===== config.mk =====
export PLATFORM = sky130hd
export DESIGN_NAME = xirq_filter_edge
export DESIGN_NICKNAME = d
export VERILOG_FILES = /design/src/rtl/xirq_pkg.sv /design/src/rtl/xirq_sync.sv /design/src/rtl/xirq_rate_gen.sv /design/src/rtl/xirq_glitch_filter.sv /design/src/rtl/xirq_edge_det.sv /design/src/rtl/xirq_filter_edge.sv
export SDC_FILE = /design/constraint.sdc
export NUM_CORES = 1
export LEC_CHECK = 0
export BUFFER_PORTS_ARGS = -buffer_cell sky130_fd_sc_hd__buf_2
export CORE_MARGIN = 5
export CORE_UTILIZATION = 55
export DETAILED_ROUTE_END_ITERATION = 8
export PLACE_DENSITY = 0.78
export SLEW_MARGIN = 20
export SYNTH_ARGS = -nofsm -noshare
export SYNTH_HDL_FRONTEND = slang
export SYNTH_SLANG_ARGS = --single-unit

===== constraint.sdc =====
create_clock -name clk -period 3 [get_ports clk]
set_input_delay 0.45 -clock clk [delete_from_list [all_inputs] [get_ports clk]]
set_output_delay 0.45 -clock clk [all_outputs]
set_load 0.1 [all_outputs]

===== src/rtl/xirq_pkg.sv =====
package xirq_pkg;

    typedef enum logic [1:0] {
        EDGE_RISE = 2'b00,
        EDGE_FALL = 2'b01,
        EDGE_BOTH = 2'b10,
        EDGE_NONE = 2'b11
    } edge_sel_e;

    typedef struct packed {
        logic [1:0] edge_sel;
        logic [1:0] rate_sel;
    } cfg_t;

    localparam int unsigned MAX_FAST_DIV = 16;

    function automatic int unsigned rate_period(input logic [1:0] code);
        case (code)
            2'b00:   return 1;
            2'b01:   return 4;
            2'b10:   return 8;
            default: return MAX_FAST_DIV;
        endcase
    endfunction

endpackage


===== src/rtl/xirq_sync.sv =====
module xirq_sync #(
    parameter int STAGES = 2
) (
    input  logic clk,
    input  logic rst_n,
    input  logic async_i,
    output logic sync_o
);
    typedef struct packed {
        logic [STAGES-1:0] sh;
    } sync_st_t;

    sync_st_t st_d, st_q;

    always_comb begin
        st_d    = st_q;
        st_d.sh = {st_q.sh[STAGES-2:0], async_i};
    end

    always_ff @(posedge clk or negedge rst_n) begin
        if (!rst_n) st_q <= '0;
        else        st_q <= st_d;
    end

    assign sync_o = st_q.sh[STAGES-1];

endmodule


===== src/rtl/xirq_rate_gen.sv =====
module xirq_rate_gen
    import xirq_pkg::*;
#(
    parameter int LF_DIV = 4
) (
    input  logic       clk,
    input  logic       rst_n,
    input  logic [1:0] rate_sel_i,
    input  logic       slow_i,
    input  logic       lf_tick_i,
    output logic       tick_o
);
    localparam int unsigned MAXP = (LF_DIV > int'(MAX_FAST_DIV)) ? LF_DIV : MAX_FAST_DIV;
    localparam int CNT_W = $clog2(MAXP + 1);

    typedef struct packed {
        logic [CNT_W-1:0] cnt;
        logic [1:0]       rate_prev;
        logic             slow_prev;
    } rate_st_t;

    rate_st_t    st_d, st_q;
    logic        changed;
    logic        step;
    int unsigned period;

    always_comb begin
        st_d           = st_q;
        tick_o         = 1'b0;
        changed        = (rate_sel_i != st_q.rate_prev) || (slow_i != st_q.slow_prev);
        period         = slow_i ? LF_DIV : rate_period(rate_sel_i);
        step           = slow_i ? lf_tick_i : 1'b1;
        st_d.rate_prev = rate_sel_i;
        st_d.slow_prev = slow_i;
        if (changed) begin
            st_d.cnt = '0;
        end else if (step) begin
            if (st_q.cnt == CNT_W'(period - 1)) begin
                tick_o   = 1'b1;
                st_d.cnt = '0;
            end else begin
                st_d.cnt = st_q.cnt + 1'b1;
            end
        end
    end

    always_ff @(posedge clk or negedge rst_n) begin
        if (!rst_n) st_q <= '0;
        else        st_q <= st_d;
    end

    AST_SLOW_NEEDS_LF_TICK: assert property (@(posedge clk) disable iff (!rst_n)
        (slow_i && !lf_tick_i) |-> !tick_o);

    AST_RESTART_ON_RATE_CHANGE: assert property (@(posedge clk) disable iff (!rst_n)
        ((rate_sel_i != $past(rate_sel_i)) || (slow_i != $past(slow_i))) |-> !tick_o);

endmodule


===== src/rtl/xirq_glitch_filter.sv =====
module xirq_glitch_filter #(
    parameter int AGREE_CNT = 3
) (
    input  logic clk,
    input  logic rst_n,
    input  logic sample_i,
    input  logic din_i,
    output logic level_o
);
    localparam int AW = $clog2(AGREE_CNT + 1);

    typedef struct packed {
        logic          level;
        logic [AW-1:0] cnt;
    } filt_st_t;

    filt_st_t st_d, st_q;

    always_comb begin
        st_d = st_q;
        if (sample_i) begin
            if (din_i == st_q.level) begin
                st_d.cnt = '0;
            end else if (st_q.cnt == AW'(AGREE_CNT - 1)) begin
                st_d.level = din_i;
                st_d.cnt   = '0;
            end else begin
                st_d.cnt = st_q.cnt + 1'b1;
            end
        end
    end

    always_ff @(posedge clk or negedge rst_n) begin
        if (!rst_n) st_q <= '0;
        else        st_q <= st_d;
    end

    assign level_o = st_q.level;

    AST_LEVEL_MOVES_ON_SAMPLE: assert property (@(posedge clk) disable iff (!rst_n)
        (level_o != $past(level_o)) |-> $past(sample_i));

    AST_LEVEL_TAKES_INPUT: assert property (@(posedge clk) disable iff (!rst_n)
        (level_o != $past(level_o)) |-> (level_o == $past(din_i)));

endmodule


===== src/rtl/xirq_edge_det.sv =====
module xirq_edge_det
    import xirq_pkg::*;
(
    input  logic       clk,
    input  logic       rst_n,
    input  logic       level_i,
    input  logic [1:0] edge_sel_i,
    output logic       irq_o
);
    typedef struct packed {
        logic prev;
        logic irq;
    } edge_st_t;

    edge_st_t st_d, st_q;
    logic     rise;
    logic     fall;

    always_comb begin
        st_d      = st_q;
        rise      = level_i & ~st_q.prev;
        fall      = ~level_i & st_q.prev;
        st_d.prev = level_i;
        case (edge_sel_e'(edge_sel_i))
            EDGE_RISE: st_d.irq = rise;
            EDGE_FALL: st_d.irq = fall;
            EDGE_BOTH: st_d.irq = rise | fall;
            default:   st_d.irq = 1'b0;
        endcase
    end

    always_ff @(posedge clk or negedge rst_n) begin
        if (!rst_n) st_q <= '0;
        else        st_q <= st_d;
    end

    assign irq_o = st_q.irq;

    AST_IRQ_SINGLE_CYCLE: assert property (@(posedge clk) disable iff (!rst_n)
        irq_o |=> !irq_o);

    AST_IRQ_FOLLOWS_CHANGE: assert property (@(posedge clk) disable iff (!rst_n)
        irq_o |-> ($past(level_i) != $past(level_i, 2)));

    AST_NO_IRQ_RESERVED: assert property (@(posedge clk) disable iff (!rst_n)
        irq_o |-> ($past(edge_sel_i) != 2'b11));

endmodule


===== src/rtl/xirq_filter_edge.sv =====
module xirq_filter_edge
    import xirq_pkg::*;
#(
    parameter int SYNC_STAGES = 2,
    parameter int AGREE_CNT   = 3,
    parameter int LF_DIV      = 4
) (
    input  logic       clk,
    input  logic       rst_n,
    input  logic       pin_i,
    input  logic       slow_mode_i,
    input  logic       lf_tick_i,
    input  logic       cfg_we_i,
    input  logic [7:0] cfg_wdata_i,
    output logic [7:0] cfg_rdata_o,
    output logic       irq_o
);
    typedef struct packed {
        cfg_t cfg;
    } top_st_t;

    top_st_t st_d, st_q;
    logic    pin_sync;
    logic    sample_en;
    logic    level;
    logic    unused_hi;

    assign unused_hi = ^cfg_wdata_i[7:4];

    always_comb begin
        st_d = st_q;
        if (cfg_we_i) begin
            st_d.cfg.edge_sel = cfg_wdata_i[3:2];
            st_d.cfg.rate_sel = cfg_wdata_i[1:0];
        end
    end

    always_ff @(posedge clk or negedge rst_n) begin
        if (!rst_n) st_q <= '0;
        else        st_q <= st_d;
    end

    assign cfg_rdata_o = {3'b000, level, st_q.cfg.edge_sel, st_q.cfg.rate_sel};

    xirq_sync #(.STAGES(SYNC_STAGES)) u_sync (
        .clk     (clk),
        .rst_n   (rst_n),
        .async_i (pin_i),
        .sync_o  (pin_sync)
    );

    xirq_rate_gen #(.LF_DIV(LF_DIV)) u_rate (
        .clk        (clk),
        .rst_n      (rst_n),
        .rate_sel_i (st_q.cfg.rate_sel),
        .slow_i     (slow_mode_i),
        .lf_tick_i  (lf_tick_i),
        .tick_o     (sample_en)
    );

    xirq_glitch_filter #(.AGREE_CNT(AGREE_CNT)) u_filt (
        .clk      (clk),
        .rst_n    (rst_n),
        .sample_i (sample_en),
        .din_i    (pin_sync),
        .level_o  (level)
    );

    xirq_edge_det u_edge (
        .clk        (clk),
        .rst_n      (rst_n),
        .level_i    (level),
        .edge_sel_i (st_q.cfg.edge_sel),
        .irq_o      (irq_o)
    );

    AST_WRITE_LANDS: assert property (@(posedge clk) disable iff (!rst_n)
        cfg_we_i |=> (cfg_rdata_o[3:0] == $past(cfg_wdata_i[3:0])));

endmodule


==> results.py, run 1 <==
metrics = {
    "final_layout": {
        "diodes": 0,
        "nNetsFinal": 121,
        "layout-drive-gt1-share_pct": 26.21,
        "fillCellCount": 130,
        "area_delta_synth_final_pct": 10.03,
    },
    "cts": {
        "cts.sinks": 19,
        "cts_tree": "built",
        "cts_buffers": 3,
        "clk_pin_slew_worst_paths_ns": 0.11,
        "clockBufferDepth": 2,
        "post_cts_resized": 0,
        "postCtsHoldBufs": 0,
        "insertion_delay_ns": 0.30,
        "cts-root-buf": "clkbuf_4",
        "h-tree-depth": 1,
        "postCtsSetupBuffers": 0,
    },
    "synth": {
        "synth-adder-area-share_pct": 3.807,
        "yosys.area_share.xor_xnor_pct": 5.330,
        "postSynthCellCount": 88,
        "ys_seq_area_share_pct": 48.22,
        "synthMuxAreaShare_pct": 6.726,
        "synth_compound_area_share_pct": 13.45,
        "syn_avg_cell_area_sq_um": 11.20,
        "synth_top_area_cell": "dfrtp_1",
        "synthTopCellsByArea": "dfrtp_1 (48%), buf_4 (4.6%), mux2_2 (4.6%), ha_1 (3.8%), xor2_1 (3.6%)",
        "synth_top_family_by_area": "simple AND/OR/NAND/NOR gates",
        "yosys_warnings": 0,
        "synthesis.area_sq_um": 985.9,
        "synth-seq-cells": 19,
        "synth_cell_types": 35,
        "synthSimpleGateAreaFrac_pct": 15.61,
        "synth_top_area_share_pct": 48.22,
    },
    "power_and_ir_drop": {
        "p_per_area_nw_per_um2": 644.4,
        "total_power_w": 0.0006990,
        "leakagePower_nw": 0.4805,
        "ir_drop_v": 0.0004758,
    },
    "floorplanning": {
        "die_y_microns": 52.34,
        "start_util_pct": 57.73,
        "rows": 15,
        "core_area_sq_um": 1708,
        "die_area_sq_um": 2739,
        "ios": 23,
        "die-width_microns": 52.34,
    },
    "global_routing": {
        "grt_pass1_vias": 679,
        "grt_start_max_net_pins": 20,
        "grt_pass1_wl_microns": 2891,
        "antenna_found_initial": 0,
        "grt_overflow": 0,
        "grtUsageTotal_pct": 14.47,
    },
    "timing": {
        "hold_viol": 0,
        "clock_skew_ns": 0.005551,
        "period_share_pct": 68.49,
        "setup_violations": 0,
        "min_period_ns": 2.055,
        "max_freq_mhz": 486.7,
        "tns_ns": 0,
        "worstMarginPinSlew_ns": 0.9119,
        "max_slew_margin_pct": 38.35,
        "slew_viol_final": 0,
        "rsz0062_at_grt": "no",
    },
    "worst_setup_path": {
        "crit_end": "u_filt.level_o$_DFFE_PN0P_",
        "worstSetupEndpointType": "register",
        "crit_fanout": 8,
        "r2r-end": "u_filt.level_o$_DFFE_PN0P_",
        "cp.arrival_ns": 2.25,
        "startpoint_type": "register",
        "path_class": "reg2reg",
        "rrSetupSlack_ns": 0.95,
        "required_ns": 3.19,
        "cp-startpoint": "cfg_rdata_o[1]$_DFFE_PN0P_",
        "worstReg2RegStart": "cfg_rdata_o[1]$_DFFE_PN0P_",
        "r2r_cells": 4,
    },
    "route": {
        "antenna_left": 0,
        "routed_via_density": 5.672,
        "drc": 0,
        "wl_per_cell_microns": 13.29,
        "routed_wl_microns": 1701,
        "num_vias": 726,
        "drt-initial-drc-count": 9,
        "drt_pre_antenna_iters": 5,
    },
    "placed_design": {
        "dp.final_hpwl_microns": 1296,
        "port_buffers": 15,
        "gp_congestion": 0.8504,
    },
    "worst_hold_path": {
        "min-delay-path-class": "in2async",
    },
    "run_status": {
        "outcome": "finished, final reports clean",
    },
    "job": {
        "max_cap_violations": 0,
    },
}
[layer usage]
metal / global-route usage [%] / vias up / routed length [microns]
li1: - / 345 / -
met1: 17.00 / 362 / 748
met2: 24.79 / 17 / 876
met3: 2.564 / 2 / 58
met4: 7.660 / 0 / 17
met5: 0 / - / 0
[report_power, final]
part           total [W]  internal (W)  leakage, nW  switching [W]
logic           0.000249     0.0000618        0.227       0.000188
registers       0.000319      0.000289        0.239      0.0000299
clock network   0.000130     0.0000507       0.0139      0.0000797
total           0.000699      0.000402        0.480       0.000297
[layout by cell type (no fill, tap or decap), drive strengths merged, types with 2 or more instances in the layout]
cell type / count
xor2: 4
o211ai: 2
inv: 5
o21ai: 4
a22o: 2
nor4: 3
nand2b: 3
ha: 3
dfrtp: 19
nand2: 5
conb: 3
nand3: 3
nor2b: 2
or4: 2
nor2: 3
xnor2: 2
clkbuf: 3
buf: 15
mux2: 5
[final cells by class]
type	instances	area [sq um]	share of cell area, %
clock inverters	1	7.507	0.6920
repair buffers	15	75.07	6.920
flip-flops and latches	19	475.5	43.83
multi-input cells	60	454.2	41.87
well taps	25	31.28	2.884
clock buffers	3	22.52	2.076
inverters	5	18.77	1.730
[cells by family after synthesis]
family,after synthesis
buffers and inverters,11
other,1
multiplexers,6
XOR/XNOR,6
adder cells (fa/ha/maj),3
AO/OA/AOI/OAI,17
flip-flops,19
AND/OR/NAND/NOR,25
[cell usage after synthesis]
cell / count
a221o_1: 1
ha_1: 3
nor2b_1: 2
mux2i_1: 1
a211oi_1: 1
o22a_4: 1
nand3_1: 3
nor4_1: 2
a31oi_1: 1
nor4_2: 1
nand2b_1: 3
o22ai_1: 1
a21oi_1: 1
o21ai_0: 4
nand2_1: 5
buf_4: 6
a32oi_1: 1
mux2_2: 4
xor2_1: 4
nor4b_1: 1
mux2_1: 1
dfrtp_1: 19
xnor2_1: 2
a32o_1: 1
a22o_1: 2
o211ai_1: 2
nand3b_1: 1
or4_4: 1
inv_1: 5
nor2_1: 3
a31o_1: 1
conb_1: 1
or4_1: 1
and4bb_2: 1
nor3_1: 1
[sequential cells by signal, indices dropped and copies added, names as in the netlist]
register,flops
u_sync.st_q,2
u_filt.st_q,2
u_edge.irq_o,1
u_edge.st_q,1
u_rate.st_q,8
u_filt.level_o,1
cfg_rdata_o,4
[stage by stage]
step	hold WS, ns	setup slack (ns)	cell area (sq um)	util [%]	std cells
finish	0.06869	0.9452	1085	63.52	128
global placement	0.3430	0.8938	1055	61.76	124
global route	0.06876	0.8296	1085	63.52	128
CTS	0.06669	0.9309	1085	63.52	128
detailed placement	0.3452	0.8789	1055	61.76	124
floorplan	0.1544	1.094	993.5	-	90
[how the worst min path moves through the flow]
stage | startpoint | to | slack [ns] | cells past startpoint
after floorplan | rst_n | cfg_rdata_o[0]$_DFFE_PN0P_ | 0.15 | 0
after global placement | u_sync.st_q[0]$_DFF_PN0_ | u_sync.st_q[1]$_DFF_PN0_ | 0.34 | 0
after detailed placement | u_sync.st_q[0]$_DFF_PN0_ | u_sync.st_q[1]$_DFF_PN0_ | 0.35 | 0
after CTS | rst_n | u_rate.st_q[2]$_DFF_PN0_ | 0.07 | 1
after global routing | rst_n | u_rate.st_q[2]$_DFF_PN0_ | 0.07 | 1
final | rst_n | u_rate.st_q[2]$_DFF_PN0_ | 0.07 | 1
[worst max-delay path, cell delays in order, from the launching register on]
cell and delay, ns:
dfrtp_1 0.49, xor2_1 0.22, or4_1 0.63, nor4_2 0.27, mux2_1 0.35
Power figures use the tool's default switching activity.
==> run 2, diff against run 1 <==
- CORE_UTILIZATION: 55 -> 46
- PLACE_DENSITY: 0.78 -> 0.7
- clock period: 3 -> 1.8 ns (I/O delays scaled with it)
==> run 2 against run 1 <==
- routed wire length increased by 23%
- first-iteration DRC count increased by 78%
- critical path type unchanged
- total power grew 78%
- largest cell class is now multi-input gates
- the run now ends with setup timing left
- largest power group unchanged
- via count is 8.7% higher
- critical path depth did not move
- sequential share of layout area fell by 6.4 points
- worst hold slack improved by 0.0057 ns
- global-route usage is 0.57 points lower
==> results.py, run 2 (synthesis results as in run 1) <==
metrics = {
    "run_status": {
        "outcome": "finished, violations left",
        "violations": "setup timing",
    },
    "cts": {
        "clockBufferDepth": 2,
        "cts_tree": "built",
        "clk_pin_slew_worst_paths_ns": 0.11,
        "h-tree-depth": 1,
        "cts-root-buf": "clkbuf_4",
        "cts_buffers": 3,
        "insertion_delay_ns": 0.30,
        "cts.sinks": 19,
    },
    "final_layout": {
        "regArea_sq_um": 475.5,
        "top_register": "u_rate.st_q",
        "final_common_cell": "dfrtp_1",
        "largest_reg_flops": 8,
        "area_delta_synth_final_pct": 28.81,
        "layout-drive-gt1-share_pct": 39.50,
        "nNetsFinal": 137,
        "final_cell_mix": "dfrtp_1 (19), buf_2 (15), buf_4 (15)",
        "instances_no_fill": 146,
        "fillCellCount": 165,
        "final_area_sq_um": 1270,
        "diodes": 0,
        "multi_input_area_sq_um": 518.0,
    },
    "placed_design": {
        "gp_congestion": 0.8288,
        "place_inst": 137,
        "pre_cts_ws_ns": -0.04160,
        "port_buffers": 15,
        "post_dp_cell_area_sq_um": 1144,
        "dp.final_hpwl_microns": 1434,
    },
    "timing": {
        "rsz0062_at_grt": "yes",
        "period_share_pct": 101.6,
        "setup_violations": 1,
        "slew_viol_final": 0,
        "fin_ws_ns": -0.02905,
        "hold_viol": 0,
        "clock_skew_ns": 0.009201,
        "min_period_ns": 1.829,
        "max_freq_mhz": 546.7,
        "hold_slack_ns": 0.07440,
    },
    "route": {
        "routed_via_density": 5.404,
        "wl_per_cell_microns": 14.27,
        "routed_wl_microns": 2084,
        "drt_pre_antenna_iters": 4,
        "antenna_left": 0,
        "drt-initial-drc-count": 16,
        "drc": 0,
        "num_vias": 789,
    },
    "floorplanning": {
        "start_util_pct": 49.25,
        "die_y_microns": 56.30,
        "ios": 23,
        "die_area_sq_um": 3169,
        "die-width_microns": 56.30,
        "core_area_sq_um": 2002,
        "rows": 16,
    },
    "power_and_ir_drop": {
        "leakagePower_nw": 0.5715,
        "ir_drop_v": 0.0006307,
        "p_per_area_nw_per_um2": 980.9,
    },
    "worst_setup_path": {
        "startpoint_type": "register",
        "required_ns": 1.99,
        "r2r_cells": 4,
        "worstSetupEndpointType": "register",
        "crit_fanout": 4,
        "cp.arrival_ns": 2.01,
        "cp_cell_sequence": "or4_4, o22a_4, nor4_4, mux2_4",
        "critPathMaxStageDelay_ns": 0.53,
        "slowest_stage": "or4_4",
        "path_class": "reg2reg",
    },
    "worst_hold_path": {
        "min-delay-path-class": "in2reg",
        "min_path_cells": 1,
    },
    "global_routing": {
        "grt_pass1_vias": 748,
        "grt_overflow": 0,
        "grtUsageTotal_pct": 13.90,
        "antenna_found_initial": 0,
        "grt_start_max_net_pins": 20,
        "grt_pass1_wl_microns": 3491,
    },
    "job": {
        "max_cap_violations": 0,
    },
}
## run 2: timing repair
action	CTS	global route
endpoints found under the hold margin	19	0
buffers inserted	3	1
pin swaps	4	1
setup endpoints to repair	4	8
hold buffers	1	0
resized for setup	3	5
## run 2: final cells by class
class	count	area share, %
clock buffer	4	2.069
timing repair buffer	31	15.57
tap	27	2.660
sequential	19	37.44
inverter	5	1.478
multi-input combinational	60	40.79
## run 2: layer usage
| metal | vias up | share of wire, % | track usage, % | wire [microns] |
|---|---|---|---|---|
| li1 | 372 | - | - | - |
| met1 | 382 | 40 | 17.60 | 827 |
| met2 | 30 | 53 | 23.04 | 1095 |
| met3 | 5 | 5.9 | 2.523 | 123 |
| met4 | 0 | 1.8 | 6.102 | 38 |
| met5 | - | 0 | 0 | 0 |
## run 2: stage by stage
step | power, W | util [%] | TNS, ns
after floorplan | 0.0009018 | - | -0.01713
after global placement | 0.0009828 | 57.13 | -0.02973
after detailed placement | 0.0009979 | 57.13 | -0.04862
after CTS | 0.001238 | 61.06 | -0.05517
after global routing | 0.001317 | 63.44 | -0.2444
final | 0.001246 | 63.44 | -0.02905
## run 2: power breakdown
group          internal [W]  switching (W)
clock             0.0000864       0.000129
sequential         0.000482      0.0000466
combinational      0.000155       0.000346
total              0.000724       0.000522
## run 2: final timing paths
kind,from,to,slack [ns]
min in group asynchronous,rst_n,u_filt.st_q[0]$_DFFE_PN0P_,0.42
min reg2reg,u_sync.st_q[0]$_DFF_PN0_,u_sync.st_q[1]$_DFF_PN0_,0.36
max in group asynchronous,rst_n,cfg_rdata_o[2]$_DFFE_PN0P_,1.08
max,u_rate.st_q[4]$_DFFE_PN0P_,u_filt.level_o$_DFFE_PN0P_,-0.03
max reg2reg,u_rate.st_q[4]$_DFFE_PN0P_,u_filt.level_o$_DFFE_PN0P_,-0.03
min,pin_i,u_sync.st_q[0]$_DFF_PN0_,0.07
## run 2: critical path, delay by kind of cell, from the launching register on
family	cells	cell delay [ns]
compound gates	1	0.23
flops	1	0.40
mux	1	0.32
simple gates	2	0.75
